===== src/rtl/info_key_gate.sv =====
module info_key_gate #(
  parameter int          W     = 32,
  parameter logic [W-1:0] KEY_A = 32'h3A7F5CA3,
  parameter logic [W-1:0] KEY_B = 32'hA1E34F20,
  parameter logic [W-1:0] KEY_C = 32'h9608B2C1
) (
  input  logic         clk,
  input  logic         rst_n,
  input  logic         wr_en,
  input  logic [W-1:0] wr_data,
  input  logic         rd_en,
  output logic [W-1:0] rd_data,
  output logic         access_en
);

  logic [1:0]   stage;
  logic [W-1:0] want;
  logic         hit;

  always_comb begin
    case (stage)
      2'd0:    want = KEY_A;
      2'd1:    want = KEY_B;
      default: want = KEY_C;
    endcase
  end

  assign hit     = (wr_data == want);
  assign rd_data = '0;

  always_ff @(posedge clk or negedge rst_n) begin
    if (!rst_n) begin
      stage     <= 2'd0;
      access_en <= 1'b0;
    end else if (wr_en) begin
      if (access_en) begin
        access_en <= 1'b0;
        stage     <= 2'd0;
      end else if (hit && stage == 2'd2) begin
        access_en <= 1'b1;
        stage     <= 2'd0;
      end else if (hit) begin
        stage     <= stage + 2'd1;
      end else begin
        stage     <= (wr_data == KEY_A) ? 2'd1 : 2'd0;
      end
    end
  end

  p_open_on_third_key_r2: assert property (@(posedge clk) disable iff (!rst_n)
    $rose(access_en) |-> $past(wr_en) && $past(wr_data) == KEY_C);

  p_restart_on_first_key_r4: assert property (@(posedge clk) disable iff (!rst_n)
    (!access_en && wr_en && wr_data == KEY_A) |=> stage == 2'd1 && !access_en);

  p_relock_any_write_r5: assert property (@(posedge clk) disable iff (!rst_n)
    (access_en && wr_en) |=> !access_en && stage == 2'd0);

  p_read_hold_r6: assert property (@(posedge clk) disable iff (!rst_n)
    (rd_en && !wr_en) |=> $stable(access_en) && $stable(stage));

  p_no_write_no_change_r8: assert property (@(posedge clk) disable iff (!rst_n)
    !wr_en |=> $stable(access_en));

endmodule


===== config.mk =====
export PLATFORM = sky130hd
export DESIGN_NAME = info_key_gate
export DESIGN_NICKNAME = d
export VERILOG_FILES = /design/src/rtl/info_key_gate.sv
export SDC_FILE = /design/constraint.sdc
export NUM_CORES = 1
export LEC_CHECK = 0
export ABC_AREA = 1
export BUFFER_PORTS_ARGS = -buffer_cell sky130_fd_sc_hd__buf_2
export CAP_MARGIN = 40
export CORE_UTILIZATION = 43
export DETAILED_ROUTE_END_ITERATION = 8
export GPL_TIMING_DRIVEN = 0
export PLACE_DENSITY = 0.9
export SLEW_MARGIN = 20
export SYNTH_ARGS = -nofsm -noshare
export SYNTH_HDL_FRONTEND = slang
export SYNTH_SLANG_ARGS = --single-unit

===== constraint.sdc =====
create_clock -name clk -period 3.6 [get_ports clk]
set_clock_uncertainty 0.15 [all_clocks]
set_input_delay 0.18 -clock clk [delete_from_list [all_inputs] [get_ports clk]]
set_output_delay 0.18 -clock clk [all_outputs]
set_load 0.01 [all_outputs]

==> run_summary.xml <==
<?xml version="1.0" encoding="UTF-8"?>
<metrics>
  <group name="outcome">
    <metric name="run_status" unit="">finished clean</metric>
  </group>
  <group name="floorplanning">
    <metric name="die_area" unit="um^2">2310</metric>
    <metric name="design.core.area" unit="um^2">1980</metric>
    <metric name="num_rows" unit="">16</metric>
    <metric name="start_util" unit="%">46.0</metric>
    <metric name="height_of_the_die" unit="um">48.1</metric>
    <metric name="die-width" unit="um">48.1</metric>
    <metric name="num_io_pins" unit="">69</metric>
  </group>
  <group name="global_routing">
    <metric name="grt_use_total" unit="%">17.2</metric>
    <metric name="grt_busiest_layer" unit="">met2</metric>
    <metric name="groute.layer.met2.usage" unit="%">28.9</metric>
    <metric name="grt_max_degree" unit="">11</metric>
    <metric name="met1_usage" unit="%">22.6</metric>
    <metric name="grt_remaining_overflow" unit="">0</metric>
    <metric name="grt_pass1_wl" unit="um">2820</metric>
    <metric name="globalRouteMet3Util" unit="%">4.53</metric>
    <metric name="grt_pass1_vias" unit="">738</metric>
    <metric name="grt_antenna_before_repair" unit="">0</metric>
  </group>
  <group name="logic_synthesis">
    <metric name="yosys-mux-area-fraction" unit="%">0</metric>
    <metric name="syn-cell-area" unit="um^2">912</metric>
    <metric name="asyncSetResetFlopFracSynth" unit="%">100</metric>
    <metric name="postSynth.topFlopCell" unit="">sky130_fd_sc_hd__dfrtp_1</metric>
    <metric name="synth_seq_area_share" unit="%">8.23</metric>
    <metric name="synth_xor_area_share" unit="%">0</metric>
    <metric name="synth_adder_area_share" unit="%">5.49</metric>
    <metric name="netlist_instances" unit="">155</metric>
    <metric name="average_size_of_a_mapped_cell" unit="um^2">5.88</metric>
    <metric name="synth_cell_type_count" unit="">23</metric>
    <metric name="number_of_flops_mapped_to_enable_cells_by_yosys" unit="">0</metric>
    <metric name="synth_warnings" unit="">0</metric>
    <metric name="synth-compound-area-share" unit="%">3.16</metric>
    <metric name="synth.ff_latch_count" unit="">3</metric>
    <metric name="synth_simple_gate_area_share" unit="%">46.1</metric>
    <metric name="synth_top_family_by_area" unit="">simple AND/OR/NAND/NOR gates</metric>
  </group>
  <group name="timing">
    <metric name="fin_worst_hold_slack" unit="ps">91.4</metric>
    <metric name="fmax" unit="MHz">535</metric>
    <metric name="finalCritPeriodShare" unit="%">51.9</metric>
    <metric name="timing_max_transition_violations_final" unit="">0</metric>
    <metric name="setup_viol" unit="">0</metric>
    <metric name="hold_violations" unit="">0</metric>
    <metric name="period_minus_slack" unit="ps">1870</metric>
    <metric name="tns" unit="ps">0</metric>
    <metric name="rsz0062_at_grt" unit="">false</metric>
  </group>
  <group name="clocking">
    <metric name="root_buffer" unit="">sky130_fd_sc_hd__clkbuf_4</metric>
    <metric name="cts-buffers-inserted" unit="">3</metric>
    <metric name="clk_latency" unit="ps">230</metric>
    <metric name="ctsLongestPathBuffers" unit="">2</metric>
    <metric name="clk_pin_slew" unit="ps">40</metric>
    <metric name="clock_tree_from_tritoncts" unit="">built</metric>
    <metric name="cts_post_setup_buffers_inserted" unit="">0</metric>
    <metric name="clock_sink_count" unit="">3</metric>
    <metric name="clock_tree.htree_level_count" unit="">1</metric>
  </group>
  <group name="detailed_routing">
    <metric name="drt.antenna.violating_nets" unit="">0</metric>
    <metric name="wire_length_per_cell" unit="um">7.30</metric>
    <metric name="detailedRoute.firstIterationViolations" unit="">21</metric>
    <metric name="route.final.wire_length" unit="um">1850</metric>
    <metric name="via_count" unit="">996</metric>
    <metric name="vias_per_cell" unit="">3.94</metric>
    <metric name="post-route-drc-count" unit="">0</metric>
    <metric name="first_pass_iters" unit="">4</metric>
  </group>
  <group name="cells_and_area">
    <metric name="synthToLayoutAreaGrowth" unit="%">39.6</metric>
    <metric name="final_antenna_diode_count" unit="">0</metric>
    <metric name="final_nets" unit="">267</metric>
    <metric name="drive_gt1_share" unit="%">36.3</metric>
  </group>
  <group name="worst_setup_path">
    <metric name="setup.reg_to_reg.worst_slack" unit="ps">1730</metric>
    <metric name="path_cells" unit="">inv_1 -&gt; ha_1 -&gt; buf_6 -&gt; nor2_1 -&gt; nor2_1 -&gt; nand2_1 -&gt; nor2_2 -&gt; nand2_2 -&gt; nor2_4 -&gt; nand3_1 -&gt; nand2_1 -&gt; o21ai_1</metric>
    <metric name="worst_path_largest_cell_delay" unit="ps">390</metric>
    <metric name="worst_r2r_startpoint" unit="">stage[1]</metric>
    <metric name="critPathArrivalTime" unit="ps">1830</metric>
    <metric name="r2r_end" unit="">stage[1]</metric>
    <metric name="timing.critical_path.to_type" unit="">flop</metric>
    <metric name="timing.critical_path.slowest_stage_cell" unit="">sky130_fd_sc_hd__dfrtp_1</metric>
    <metric name="crit_type" unit="">flop to flop</metric>
    <metric name="ff2ff_path_depth" unit="">12</metric>
    <metric name="nature_of_the_critical_path_startpoint" unit="">flop</metric>
    <metric name="required" unit="ps">3560</metric>
    <metric name="cp_max_fo" unit="">10</metric>
  </group>
  <group name="min_path">
    <metric name="cell_count_of_the_worst_hold_path" unit="">4</metric>
    <metric name="min-delay-start" unit="">wr_en</metric>
    <metric name="worst_hold_path_ep" unit="">access_en</metric>
    <metric name="hp-class" unit="">input pin to flop</metric>
  </group>
  <group name="place">
    <metric name="port_buffers" unit="">35</metric>
    <metric name="routabilityCongestion" unit="">0.844</metric>
    <metric name="dpl.hpwl" unit="um">1680</metric>
  </group>
  <group name="power">
    <metric name="power.total" unit="W">0.000179</metric>
    <metric name="power_density" unit="nW/um^2">140</metric>
    <metric name="worst_ir_drop_vdd" unit="mV">0.120</metric>
    <metric name="p_leak" unit="nW">0.787</metric>
  </group>
  <group name="flow_run">
    <metric name="max_cap_viol_count" unit="">0</metric>
  </group>
</metrics>
sequential cells by signal (all words and copies together) (netlist names):
register / count
stage: 2
access_en: 1
synthesized netlist by cell type (2+ instances only):
master / n / area, um^2
sky130_fd_sc_hd__ha_1: 4 / 50.1
sky130_fd_sc_hd__inv_1: 21 / 78.8
sky130_fd_sc_hd__buf_4: 32 / 240
sky130_fd_sc_hd__dfrtp_1: 3 / 75.1
sky130_fd_sc_hd__nor2_4: 2 / 22.5
sky130_fd_sc_hd__nor3_1: 3 / 15.0
sky130_fd_sc_hd__nor2_2: 3 / 18.8
sky130_fd_sc_hd__nand4_1: 5 / 31.3
sky130_fd_sc_hd__nand3_1: 8 / 40.0
sky130_fd_sc_hd__nand3b_1: 4 / 30.0
sky130_fd_sc_hd__nand2_2: 2 / 12.5
sky130_fd_sc_hd__o21ai_1: 2 / 10.0
sky130_fd_sc_hd__nand2_1: 31 / 116
sky130_fd_sc_hd__nor2_1: 26 / 97.6
kinds of logic (layout without fill, tap and decap cells):
group | count (synthesis) | count (layout)
simple gates | 87 | 87
other cells | 1 | 32
buf+inv | 55 | 95
flops | 3 | 3
compound gates | 5 | 5
fa+ha+maj | 4 | 4
report_power, final:
| part | internal [W] | switching, W |
|---|---|---|
| sequential | 0.0000339 | 0.0000000000000270 |
| clock | 0.0000415 | 0.0000161 |
| combinational | 0.0000445 | 0.0000428 |
| total | 0.000120 | 0.0000590 |
final cells by class:
class,count,area (um^2)
fill,193,708
multi-input combinational,128,619
buffer,33,251
timing repair buffer,36,185
inverter,22,82.6
sequential,3,75.1
tap,27,33.8
clock buffer,4,26.3
through the flow:
| step | utilization (%) | std cells | instance area (um^2) | setup WS, ps |
|---|---|---|---|---|
| 6_report | 64.3 | 253 | 1270 | 1730 |
| 5_1_grt | 64.3 | 253 | 1270 | 1530 |
| 4_1_cts | 64.3 | 253 | 1270 | 1720 |
| 3_5_place_dp | 62.4 | 248 | 1240 | 1730 |
| 3_3_place_gp | 62.4 | 248 | 1240 | 1790 |
| 2_1_floorplan | - | 186 | 1030 | 1900 |
worst max-delay path: cells and delay by family (launching register included):
family,cells,cell delay (ps)
buffers and inverters,2,270
and+or+nand+nor,8,720
AOI/OAI and AO/OA,1,70
DFF,1,390
adders and majority gates,1,160
metal layers:
layer / part of all wire (%) / up-vias
li1: - / 553
met1: 45 / 400
met2: 47 / 41
met3: 7.4 / 2
met4: 0.65 / 0
met5: 0 / -
worst max-delay path by stage:
| stage | from | to | slack (ps) | cells past startpoint |
|---|---|---|---|---|
| 3_3_place_gp | stage[0] | stage[1] | 1790 | 10 |
| 6_report | stage[1] | stage[1] | 1730 | 12 |
| 2_1_floorplan | stage[1] | stage[1] | 1900 | 12 |
| 4_1_cts | stage[1] | stage[1] | 1720 | 12 |
| 3_5_place_dp | stage[1] | stage[1] | 1730 | 12 |
| 5_1_grt | stage[1] | stage[1] | 1530 | 12 |
layout by cell type, fill, tap and decap left out, drive strengths merged:
cell | synthesis | routed
o21ai | 4 | 4
nand3 | 8 | 8
nand3b | 4 | 4
clkbuf | 0 | 4
dfrtp | 3 | 3
dlygate4sd3 | 0 | 1
conb | 1 | 32
nand4 | 5 | 5
nor3 | 4 | 4
inv | 22 | 22
buf | 33 | 68
ha | 4 | 4
nand2b | 1 | 1
a21oi | 1 | 1
nor2 | 32 | 32
nand2 | 33 | 33
repair_timing:
action | 4_1_cts | 5_1_grt
resized for setup | 0 | 0
hold buffers | 1 | 0
hold endpoints to repair | 3 | 0
Power figures use the tool's default switching activity.
